[src/rtl/potreg_pkg.sv]
package potreg_pkg;

    localparam int POT_CNT   = 4;
    localparam int CODE_W    = 8;
    localparam int DREG_CNT  = 4;
    localparam int POT_IDX_W = $clog2(POT_CNT);
    localparam int REG_IDX_W = $clog2(DREG_CNT);
    localparam int OPC_W     = 3;

    localparam logic [CODE_W-1:0] CODE_MID = {1'b1, {(CODE_W-1){1'b0}}};
    localparam logic [CODE_W-1:0] CODE_MAX = {CODE_W{1'b1}};
    localparam logic [CODE_W-1:0] CODE_MIN = '0;

    typedef enum logic [OPC_W-1:0] {
        OPC_RD_WIPER  = 3'd0,
        OPC_RD_DREG   = 3'd1,
        OPC_WR_WIPER  = 3'd2,
        OPC_WR_DREG   = 3'd3,
        OPC_LOAD_ONE  = 3'd4,
        OPC_SAVE_ONE  = 3'd5,
        OPC_LOAD_ALL  = 3'd6,
        OPC_SAVE_ALL  = 3'd7
    } opc_e;

    typedef enum logic {
        WSRC_BUS  = 1'b0,
        WSRC_DREG = 1'b1
    } wsrc_e;

    typedef enum logic {
        DSRC_BUS   = 1'b0,
        DSRC_WIPER = 1'b1
    } dsrc_e;

    typedef struct packed {
        logic                 wiper_load;
        wsrc_e                wiper_src;
        logic                 dreg_we;
        dsrc_e                dreg_src;
        logic [REG_IDX_W-1:0] reg_idx;
        logic                 step_en;
        logic                 step_up;
    } chan_ctrl_t;

    function automatic logic opc_is_global(input opc_e op);
        return (op == OPC_LOAD_ALL) || (op == OPC_SAVE_ALL);
    endfunction

    function automatic logic [CODE_W-1:0] sat_step(input logic [CODE_W-1:0] code,
                                                   input logic              up);
        logic [CODE_W-1:0] res;
        if (up) res = (code == CODE_MAX) ? code : code + CODE_W'(1);
        else    res = (code == CODE_MIN) ? code : code - CODE_W'(1);
        return res;
    endfunction

endpackage

[src/rtl/potreg_cmd_decode.sv]
module potreg_cmd_decode
    import potreg_pkg::*;
#(
    parameter int N_POTS = POT_CNT
) (
    input  logic                 cmd_valid,
    input  opc_e                 cmd_op,
    input  logic [POT_IDX_W-1:0] cmd_pot,
    input  logic [REG_IDX_W-1:0] cmd_reg,
    input  logic                 step_valid,
    input  logic [POT_IDX_W-1:0] step_pot,
    input  logic                 step_up,
    output chan_ctrl_t           ctrl_o [N_POTS]
);

    for (genvar p = 0; p < N_POTS; p++) begin : g_pot
        logic       sel;
        chan_ctrl_t c;

        assign sel = cmd_valid &&
                     (opc_is_global(cmd_op) || (cmd_pot == POT_IDX_W'(p)));

        always_comb begin
            c            = '0;
            c.wiper_src  = WSRC_BUS;
            c.dreg_src   = DSRC_BUS;
            c.reg_idx    = cmd_reg;
            c.step_up    = step_up;
            if (sel) begin
                unique case (cmd_op)
                    OPC_WR_WIPER: begin
                        c.wiper_load = 1'b1;
                        c.wiper_src  = WSRC_BUS;
                    end
                    OPC_WR_DREG: begin
                        c.dreg_we  = 1'b1;
                        c.dreg_src = DSRC_BUS;
                    end
                    OPC_LOAD_ONE, OPC_LOAD_ALL: begin
                        c.wiper_load = 1'b1;
                        c.wiper_src  = WSRC_DREG;
                    end
                    OPC_SAVE_ONE, OPC_SAVE_ALL: begin
                        c.dreg_we  = 1'b1;
                        c.dreg_src = DSRC_WIPER;
                    end
                    default: ;
                endcase
            end
            c.step_en = !cmd_valid && step_valid && (step_pot == POT_IDX_W'(p));
        end

        assign ctrl_o[p] = c;
    end

endmodule

[src/rtl/potreg_channel.sv]
module potreg_channel
    import potreg_pkg::*;
#(
    parameter int W       = CODE_W,
    parameter int N_DREGS = DREG_CNT
) (
    input  logic                      clk,
    input  logic                      rst,
    input  chan_ctrl_t                ctrl,
    input  logic [W-1:0]              bus_data,
    output logic [W-1:0]              wiper_o,
    output logic [N_DREGS-1:0][W-1:0] dreg_o
);

    logic [W-1:0]              wiper_q;
    logic [W-1:0]              wiper_d;
    logic [N_DREGS-1:0][W-1:0] dreg_q;
    logic [W-1:0]              dreg_wdata;
    logic [W-1:0]              dreg_sel;

    assign dreg_sel   = dreg_q[ctrl.reg_idx];
    assign dreg_wdata = (ctrl.dreg_src == DSRC_WIPER) ? wiper_q : bus_data;

    always_comb begin
        wiper_d = wiper_q;
        if (ctrl.wiper_load) begin
            wiper_d = (ctrl.wiper_src == WSRC_DREG) ? dreg_sel : bus_data;
        end else if (ctrl.step_en) begin
            wiper_d = sat_step(wiper_q, ctrl.step_up);
        end
    end

    always_ff @(posedge clk) begin
        if (rst) wiper_q <= CODE_MID;
        else     wiper_q <= wiper_d;
    end

    for (genvar r = 0; r < N_DREGS; r++) begin : g_dreg
        always_ff @(posedge clk) begin
            if (rst) begin
                dreg_q[r] <= CODE_MID;
            end else if (ctrl.dreg_we && (ctrl.reg_idx == REG_IDX_W'(r))) begin
                dreg_q[r] <= dreg_wdata;
            end
        end
    end

    assign wiper_o = wiper_q;
    assign dreg_o  = dreg_q;

endmodule

[src/rtl/potreg_readback.sv]
module potreg_readback
    import potreg_pkg::*;
#(
    parameter int N_POTS  = POT_CNT,
    parameter int N_DREGS = DREG_CNT,
    parameter int W       = CODE_W
) (
    input  logic                                  clk,
    input  logic                                  rst,
    input  logic                                  cmd_valid,
    input  opc_e                                  cmd_op,
    input  logic [POT_IDX_W-1:0]                  cmd_pot,
    input  logic [REG_IDX_W-1:0]                  cmd_reg,
    input  logic [N_POTS-1:0][W-1:0]              wipers,
    input  logic [N_POTS-1:0][N_DREGS-1:0][W-1:0] dregs,
    output logic [W-1:0]                          rd_data_o
);

    logic [W-1:0] rd_q;

    always_ff @(posedge clk) begin
        if (rst) begin
            rd_q <= '0;
        end else if (cmd_valid) begin
            if (cmd_op == OPC_RD_WIPER)     rd_q <= wipers[cmd_pot];
            else if (cmd_op == OPC_RD_DREG) rd_q <= dregs[cmd_pot][cmd_reg];
        end
    end

    assign rd_data_o = rd_q;

endmodule

[src/rtl/potreg_xfer_engine.sv]
module potreg_xfer_engine
    import potreg_pkg::*;
#(
    parameter int N_POTS  = POT_CNT,
    parameter int N_DREGS = DREG_CNT,
    parameter int W       = CODE_W
) (
    input  logic                 clk,
    input  logic                 rst,
    input  logic                 cmd_valid,
    input  logic [OPC_W-1:0]     cmd_op,
    input  logic [POT_IDX_W-1:0] cmd_pot,
    input  logic [REG_IDX_W-1:0] cmd_reg,
    input  logic [W-1:0]         cmd_data,
    input  logic                 step_valid,
    input  logic [POT_IDX_W-1:0] step_pot,
    input  logic                 step_up,
    output logic [N_POTS*W-1:0]  wiper_code,
    output logic [W-1:0]         rd_data
);

    opc_e                                  op;
    chan_ctrl_t                            ctrl [N_POTS];
    logic [N_POTS-1:0][W-1:0]              wipers;
    logic [N_POTS-1:0][N_DREGS-1:0][W-1:0] dregs;

    assign op = opc_e'(cmd_op);

    potreg_cmd_decode #(.N_POTS(N_POTS)) u_decode (
        .cmd_valid  (cmd_valid),
        .cmd_op     (op),
        .cmd_pot    (cmd_pot),
        .cmd_reg    (cmd_reg),
        .step_valid (step_valid),
        .step_pot   (step_pot),
        .step_up    (step_up),
        .ctrl_o     (ctrl)
    );

    for (genvar p = 0; p < N_POTS; p++) begin : g_chan
        potreg_channel #(.W(W), .N_DREGS(N_DREGS)) u_chan (
            .clk      (clk),
            .rst      (rst),
            .ctrl     (ctrl[p]),
            .bus_data (cmd_data),
            .wiper_o  (wipers[p]),
            .dreg_o   (dregs[p])
        );
    end

    potreg_readback #(.N_POTS(N_POTS), .N_DREGS(N_DREGS), .W(W)) u_readback (
        .clk       (clk),
        .rst       (rst),
        .cmd_valid (cmd_valid),
        .cmd_op    (op),
        .cmd_pot   (cmd_pot),
        .cmd_reg   (cmd_reg),
        .wipers    (wipers),
        .dregs     (dregs),
        .rd_data_o (rd_data)
    );

    assign wiper_code = wipers;

endmodule

[config.mk]
export PLATFORM = sky130hd
export DESIGN_NAME = potreg_xfer_engine
export DESIGN_NICKNAME = d
export VERILOG_FILES = /design/src/rtl/potreg_pkg.sv /design/src/rtl/potreg_cmd_decode.sv /design/src/rtl/potreg_channel.sv /design/src/rtl/potreg_readback.sv /design/src/rtl/potreg_xfer_engine.sv
export SDC_FILE = /design/constraint.sdc
export NUM_CORES = 1
export LEC_CHECK = 0
export ABC_AREA = 1
export CORE_ASPECT_RATIO = 1.4
export CORE_MARGIN = 1.5
export CORE_UTILIZATION = 40
export CTS_CLUSTER_SIZE = 8
export DETAILED_ROUTE_END_ITERATION = 12
export DONT_BUFFER_PORTS = 1
export PLACE_DENSITY = 0.63
export SKIP_CTS_REPAIR_TIMING = 1
export SYNTH_ARGS = -nofsm -noshare
export SYNTH_HDL_FRONTEND = slang
export SYNTH_HIERARCHICAL = 1
export SYNTH_SLANG_ARGS = --single-unit
[constraint.sdc]
create_clock -name clk -period 2.3 [get_ports clk]
set_input_delay 0.46 -clock clk [delete_from_list [all_inputs] [get_ports clk]]
set_output_delay 0.46 -clock clk [all_outputs]
set_load 0.02 [all_outputs]
======== After elaboration in Yosys (flattened, before gate mapping) ========
Cells that the tools add are included.
storage, ports and cells
  register bits ........................... 168
  logic and storage cells ................. 160
operators by class
  multiplexer cells ....................... 50
  eq/ne operators ......................... 28
  reduce and logical (&&, ||, !) cells .... 51
  add/subtract/negate cells ............... 8
  magnitude comparators ................... 2
operators with widths
  cell                 count
  $mux 8               36
  $bmux 8 s2           6
  $bmux 32 s2          1
  $add 8x1->8 const B  4
  $eq 8x8->1 const B   4
  $logic_not 8->1      4
  $mux 32              1
  $sub 8x1->8 const B  4
  $logic_and 1x1->1    25
  $ne 3x3->1 const B   8
  $mux 4               4
  $eq 2x2->1 const B   6
  $eq 3x3->1 const B   4
  $reduce_and 3->1     4
  $reduce_bool 2->1    5
  $pmux 2 s2           2
  $eq 2x1->1 const B   3
  $eq 3x2->1 const B   2
  $logic_not 2->1      3
  $lt 2x3->1 const B   2
  $logic_or 1x1->1     5
  $reduce_or 2->1      2
  $eq 3x1->1 const B   1
  $logic_not 3->1      1
  other kinds (2)      2

======== Depth between registers and ports, before layout ========
Gate-level depths: netlist of the first run.
  depth in word-level cells ............... 7
  gate-level depth with buffers ........... 15
  mapped depth without buffers ............ 14

======== Modules after synthesis ========
The synthesis of the first run kept the hierarchy.
by module, submodules not included
  module                                  area an instance (um2)  cells an instance  seq. area each (um2)  instances
  potreg_channel at g_chan[0].u_chan ...  2,416.1                 381                800.8                 2
  potreg_channel at g_chan[2].u_chan ...  2,388.5                 378                800.8                 2
  potreg_readback                         2,137.0                 454                160.2                 1
  potreg_cmd_decode                       266.5                   55                 0.0                   1

======== Least setup slack after synthesis of the first run ========
Ideal clock, no wire load.
  kind .................................... input -> register
  start ................................... in step_up
  end ..................................... reg g_chan[3].u_chan.wiper_q[7]
  stages .................................. 10
  data arrival time ....................... 1.782 ns
  path slack .............................. 0.403 ns
  library setup time ...................... 0.115 ns
  path buffers ............................ 1
  cells stage by stage .................... buf_4 > inv_1 > ha_1 > or2_2 > nand3_1 > nand3_1 > nand3_1 > nand2_1 > nand2_1 > nand2_1
on the way
  longest elaborated chain between the ends .. 3
ends and longest elaborated chain
  item                  RTL line                  source
  start, declared       potreg_xfer_engine.sv:17  input logic step_up,
  $mux 8                potreg_pkg.sv:52          if (up) res = (code == CODE_MAX) ? code : code + CODE_W'(1);
  $mux 8                potreg_channel.sv:28      end else if (ctrl.step_en) begin
  $mux 8                potreg_channel.sv:26      if (ctrl.wiper_load) begin
  end signal, assigned  potreg_channel.sv:35      else wiper_q <= wiper_d;
  end, declared         potreg_channel.sv:15      logic [W-1:0] wiper_q;
Parallel ways exist; a longest one is shown, timed or not. The select of a mux whose other input is x is not followed.
A chain may end at the register's enable or synchronous reset.

======== Worst setup path after layout of the first run ========
  start ................................... reg g_chan[2].u_chan.wiper_q[0]
  end ..................................... reg g_chan[2].u_chan.wiper_q[2]
on the way
  longest elaborated chain between the ends .. 5
ends and longest elaborated chain
  item                                               RTL line
  start, declared                                    potreg_channel.sv:15
  start signal, assigned                             potreg_channel.sv:35
  $sub 8x1->8 / $add 8x1->8 (equally long branches)  potreg_pkg.sv:53, potreg_pkg.sv:52
  $mux 8 (on tied branches)                          potreg_pkg.sv:53, potreg_pkg.sv:52
  $mux 8                                             potreg_pkg.sv:52
  $mux 8                                             potreg_channel.sv:28
  $mux 8                                             potreg_channel.sv:26
Parallel ways exist; a longest one is shown, timed or not. The select of a mux whose other input is x is not followed.

==> results of run 1 <==
[final cells by class]
class,count,area (um2),share of cell area
timing repair buffer,86,683.2,0.05196
tap,380,475.5,0.03616
clock buffer,19,442.9,0.03369
multi-input combinational,1503,7041,0.5355
antenna,1,2.502,0.0001903
sequential,168,3363,0.2558
clock inverter,13,111.4,0.008470
inverter,272,1028,0.07823
[kinds of logic after synthesis]
group / after synthesis / share of synthesized area
and+or+nand+nor: 1110 / 0.3939
AOI/OAI and AO/OA: 361 / 0.1568
buffers and inverters: 356 / 0.1339
DFF: 168 / 0.2800
adders and majority gates: 28 / 0.03166
muxes: 4 / 0.003749
[path summary, 6_finish.rpt]
check / from / endpoint / slack [ns] / cells after the start
min reg2reg: g_chan[2].u_chan/dreg_o[18] / g_chan[2].u_chan/dreg_o[18] / 0.47 / 2
max: g_chan[2].u_chan/wiper_o[0] / g_chan[2].u_chan/wiper_o[2] / 0.44 / 9
max reg2reg: g_chan[2].u_chan/wiper_o[0] / g_chan[2].u_chan/wiper_o[2] / 0.44 / 9
min: rst / g_chan[1].u_chan/wiper_o[7] / 0.11 / 2
[sequential cells by signal (all words and copies together) (netlist names)]
| signal | cells |
|---|---|
| u_readback/rd_data_o | 8 |
| g_chan.u_chan/dreg_o | 128 |
| g_chan.u_chan/wiper_o | 32 |
[power breakdown]
group	total (mW)	internal, mW	leakage, nW	switching, mW
clock network	2.81	1.44	0.272	1.36
logic	1.48	0.511	4.42	0.967
registers	3.14	3.00	1.36	0.138
total	7.42	4.95	6.05	2.47
[synthesized netlist by cell type (2+ instances only)]
cell type  instances  share of area
dfxtp_1          168           0.28
nand2_4            8         0.0075
a21oi_1          150          0.062
buf_6             18          0.017
o21ai_0          166          0.069
nand2_1          505           0.16
clkbuf_2           3         0.0012
inv_1            240          0.075
nand3b_1          12         0.0075
a21oi_2            2         0.0015
o21ai_1           22         0.0092
inv_2             31         0.0097
buf_4             16          0.010
a21o_1             4         0.0025
nor2_1           334           0.10
nor3_1             8         0.0033
nand3_1          198          0.082
buf_2             21         0.0087
clkbuf_1          22         0.0069
nor2_2            10         0.0052
or2_0              2         0.0010
a22oi_1            4         0.0025
nor2_4            16          0.015
o221ai_1           8         0.0058
o21ai_2            5         0.0036
ha_1              24          0.025
fa_1               4         0.0067
nand4_1            6         0.0031
clkbuf_8           4         0.0046
mux2_2             4         0.0037
or2_2              8         0.0042
[per-layer routing]
metal,track usage,up-vias,part of all wire
met5,0,-,0.00029
met4,0.1973,2,0.070
met3,0.05395,168,0.069
met2,0.4874,546,0.48
met1,0.3181,5940,0.38
li1,-,6472,-
[layout by cell type (no fill, tap or decap), types with 24 or more instances in the layout]
master	n
dfxtp_1	168
a21oi_1	150
o21ai_0	166
buf_4	83
nor2_1	334
nand3_1	198
inv_1	240
inv_2	31
ha_1	24
nand2_1	505
[critical path: cells and delay by family, from the launching register on]
kind / cells / cell delay, ns
flip-flops: 1 / 0.67
buffers and inverters: 1 / 0.04
AND/OR/NAND/NOR: 8 / 1.05
==> results.toml, run 1 <==
[run_status]
run_status = "finished, final reports clean"

[clock_network]
maximum_clock_path_buffer_count = 2
numCtsBuffers = 17
clkSinkCount = 168
clock_tree_from_tritoncts = "yes"
cts-htree-levels = 4
cts.clk_slew.worst_paths_ns = 0.07
insertion_delay_ns = 0.45
clock_tree.root_cell = "clkbuf_16"

[sta]
max_clock_freq_mhz = 537.5
timing.final.hold_violations = 0
setup_tns_ns = 0
fin_worst_skew_ns = 0.01254
maxSlewViolCount = 0
setup_viol = 0
whs_ns = 0.1057
worst-slew-pin-transition_ns = 0.7362
grt_setup_unrepaired = "no"
min_period_over_period = 0.8089
finalCriticalPeriod_ns = 1.860
worst_slack_ns = 0.4396
timing.slew.headroom = 0.5071

[global_routing]
gr-usage-all-layers = 0.2864
grt_overflow_total = 0
grt_max_degree = 86
grt_antenna_before_repair = 2
global_route_wire_length_before_repair_um = 68300
number_of_global_route_vias_before_repair = 12490

[critical_path]
crit_path_top_delay_cell = "dfxtp_1"
crit_path_capture_type = "register"
dominant_cell_type_by_count_on_the_critical_path = "nor2_1"
worst-setup-path-type = "reg2reg"
crit_fanout = 9
worstPathCellList = "nor2_1 > nand2_1 > nor2_1 > nand2_1 > inv_1 > nor2_1 > nand3_1 > nand2_1 > nor2_1"
largest_incremental_delay_on_the_critical_path_ns = 0.67
worstPathRequired_ns = 2.64
critPathArrivalTime_ns = 2.20
timing.critical_path.from_type = "register"

[yosys]
yosys_most_used_dff = "dfxtp_1"
synthesis.yosys.warnings = 6
netlist_instances = 2027
yosys.cell_types.count = 35
synth_sequential_area_ratio = 0.2800
postSynthRegisterBits = 168
synth_async_sr_flop_share = 0
synth_fp_nets = 2077
post_synth.cell_area_avg_um2 = 5.926
synth_edf_count = 0
mappedNetlistArea_mm2 = 0.01201

[cells_and_area]
finalNetCount = 2098
final_design_area_no_fill_mm2 = 0.01315
final_layout_size_suffix_gt1_frac = 0.09947
layoutNonFillerInstCount = 2442
area.growth.synth_to_final_pct = 9.447
final.fill_count = 3194
utilization = 0.4480

[run]
timing.max_cap.violations = 0

[floorplanning]
die-area_mm2 = 0.03109
chipHeight_um = 208.0
io_pins = 62
initial_utilization = 0.4093
die-width_um = 149.5
placement_rows = 74
placeableCoreArea_mm2 = 0.02935

[placement]
dpl_worst_slack_ns = 0.1980
dpl.cell_count = 2409
place_congestion = 0.9938
post-dp-hpwl_um = 34010
postPlaceCellArea_mm2 = 0.01259
placement.io_buffers = 0

[power]
power_mw = 7.421
vdd_ir_drop_max_mv = 0.5044
power_density_mw_per_mm2 = 564.5
leakage_nw = 6.054

[drt]
viasPerCell = 5.376
dr.first_iter.drc_count = 1386
drt_pass1_iterations = 7
wire_per_inst_um = 18.21
post-route-drc-count = 0
final_antenna_net_count = 0
drt_wl_total_um = 44480
routed-via-count = 13130

[worst_hold_path]
hp-class = "in2reg"
(Power assumes the default switching activity.)
==> inputs of run 2 (changes only) <==
- PLACE_DENSITY: 0.63 -> 0.65
- clock period: 2.3 -> 1.5 ns (I/O delays scaled with it)
==> run 2 against run 1 <==
- register-to-register slack worse by 0.43 ns
- wire length is 6.0% higher
- utilization is 5.4 points higher
- sequential share of layout area is 2.4 points lower
- flip-flop and latch count stayed put
- fmax is 25% higher
- clock skew is 0.0021 ns lower
- final area is 12% higher
- first-iteration DRC count is 12% lower
- global-route usage is 1.6 points higher
- largest power group unchanged
==> results.toml, run 2 (same netlist as run 1, synthesis figures left out) <==
[critical_path]
worstSetupEndpoint = "g_chan[3].u_chan/wiper_o[6]"
crit_path_top_delay_cell = "fa_2"
reg2reg_setup_slack_ns = 0.01
critPathArrivalTime_ns = 1.90
worst-setup-path-type = "reg2reg"
critPathBufInv = 0
crit_path_capture_type = "register"
reg2reg_to = "g_chan[3].u_chan/wiper_o[6]"
worstPathRequired_ns = 1.91
r2r_start = "g_chan[3].u_chan/wiper_o[1]"
largest_incremental_delay_on_the_critical_path_ns = 0.41
r2r_cells = 8
path_depth = 8
worstSetupStartpoint = "g_chan[3].u_chan/wiper_o[1]"
crit_fanout = 5
cpLargestDelayFamily = "simple AND/OR/NAND/NOR gates"
worstPathCellList = "fa_2 > nand2_2 > nand3_2 > nand3b_1 > nand2_1 > nand2_1 > nand3_2 > a21oi_2"
timing.critical_path.from_type = "register"

[cells_and_area]
layout_commonest_cell = "nand2_1"
layoutNonFillerInstCount = 2572
mostFrequentLayoutCells = "496 x nand2_1, 326 x nor2_1, 235 x inv_1, 198 x buf_4, 182 x nand3_1"
num_antenna_cells = 0
finalNetCount = 2229
final_layout_size_suffix_gt1_frac = 0.1925
final.fill_count = 3042
utilization = 0.5015
largest_register_ff_count = 128
final_design_area_no_fill_mm2 = 0.01472
area.growth.synth_to_final_pct = 22.54

[placement]
postPlaceCellArea_mm2 = 0.01383
post-dp-hpwl_um = 35870
place_congestion = 0.9847
dpl.cell_count = 2534
placement.io_buffers = 0
dpl_worst_slack_ns = -0.4266

[sta]
maxSlewViolCount = 0
worst_slack_ns = 0.01010
timing.slew.headroom = 0.4356
finalCriticalPeriod_ns = 1.490
setup_tns_ns = 0
fin_worst_skew_ns = 0.01043
grt_setup_unrepaired = "yes"
timing.final.hold_violations = 0
worst-slew-pin-transition_ns = 0.8438
min_period_over_period = 0.9933
whs_ns = 0.08239
setup_viol = 0
max_clock_freq_mhz = 671.2

[clock_network]
insertion_delay_ns = 0.47
clock_tree.root_cell = "clkbuf_16"
numCtsBuffers = 17
clkSinkCount = 168
cts.clk_slew.worst_paths_ns = 0.07
clock_tree_from_tritoncts = "yes"
maximum_clock_path_buffer_count = 2
cts-htree-levels = 4

[run]
timing.max_cap.violations = 0

[power]
power_density_mw_per_mm2 = 826.9
leakage_nw = 6.777
power_mw = 12.17
vdd_ir_drop_max_mv = 0.8165

[floorplanning]
initial_utilization = 0.4093
die-width_um = 149.5
die-area_mm2 = 0.03109
chipHeight_um = 208.0
placeableCoreArea_mm2 = 0.02935
placement_rows = 74
io_pins = 62

[global_routing]
grt_max_degree = 86
grt_antenna_before_repair = 1
grt_overflow_total = 0
global_route_wire_length_before_repair_um = 71330
gr-usage-all-layers = 0.3023
number_of_global_route_vias_before_repair = 13030

[drt]
viasPerCell = 5.376
drt_wl_total_um = 47160
dr.first_iter.drc_count = 1226
routed-via-count = 13830
drt_pass1_iterations = 5
wire_per_inst_um = 18.34
post-route-drc-count = 0
final_antenna_net_count = 0

[run_status]
run_status = "finished, final reports clean"

[worst_hold_path]
hp-class = "in2reg"
## run 2: changes by cell type in the layout (fill, tap and decap cells not counted), sizes merged
cell / previous run / this run
clkbuf: 19 / 20
buf: 86 / 216
diode: 1 / 0
clkinv: 5 / 2
clkinvlp: 1 / 9
dlygate4sd3: 0 / 1
inv: 279 / 271
bufinv: 0 / 2
## run 2: worst min-delay path by stage
stage | cells past startpoint | slack, ns | startpoint | to
3_3_place_gp | 2 | 0.40 | rst | g_chan[1].u_chan/wiper_o[7]
3_5_place_dp | 2 | 0.41 | rst | g_chan[0].u_chan/wiper_o[7]
5_1_grt | 3 | 0.11 | rst | u_readback/rd_data_o[7]
2_1_floorplan | 2 | 0.40 | rst | g_chan[0].u_chan/wiper_o[7]
4_1_cts | 2 | -0.08 | rst | g_chan[0].u_chan/wiper_o[7]
6_report | 4 | 0.08 | cmd_data[1] | g_chan[1].u_chan/wiper_o[1]
## run 2: area by class of cell
type	instances	area, um2	share of cell area
Timing Repair Buffer	217	1813	0.1232
Inverter	272	1044	0.07089
Multi-Input combinational cell	1503	7395	0.5023
Clock inverter	12	141.4	0.009605
Sequential cell	168	3406	0.2314
Clock buffer	20	446.7	0.03034
Tap cell	380	475.5	0.03230
## run 2: where the power goes
part / switching (mW) / leakage [nW] / internal, mW
Combinational: 1.68 / 5.13 / 1.14
Sequential: 0.177 / 1.37 / 4.60
Clock: 2.05 / 0.270 / 2.51
Total: 3.91 / 6.78 / 8.26
## run 2: worst register-to-register path: stages, from the launching register on
cell	delay, ns
dfxtp_4	0.37
fa_2	0.41
nand2_2	0.08
nand3_2	0.08
nand3b_1	0.15
nand2_1	0.06
nand2_1	0.07
nand3_2	0.07
a21oi_2	0.13
## run 2: layer usage
| layer | share of wire | vias up | GRT usage |
|---|---|---|---|
| met5 | 0.00028 | - | 0 |
| met4 | 0.093 | 2 | 0.2704 |
| met3 | 0.062 | 204 | 0.06140 |
| met2 | 0.47 | 552 | 0.4955 |
| met1 | 0.37 | 6322 | 0.3244 |
| li1 | - | 6748 | - |
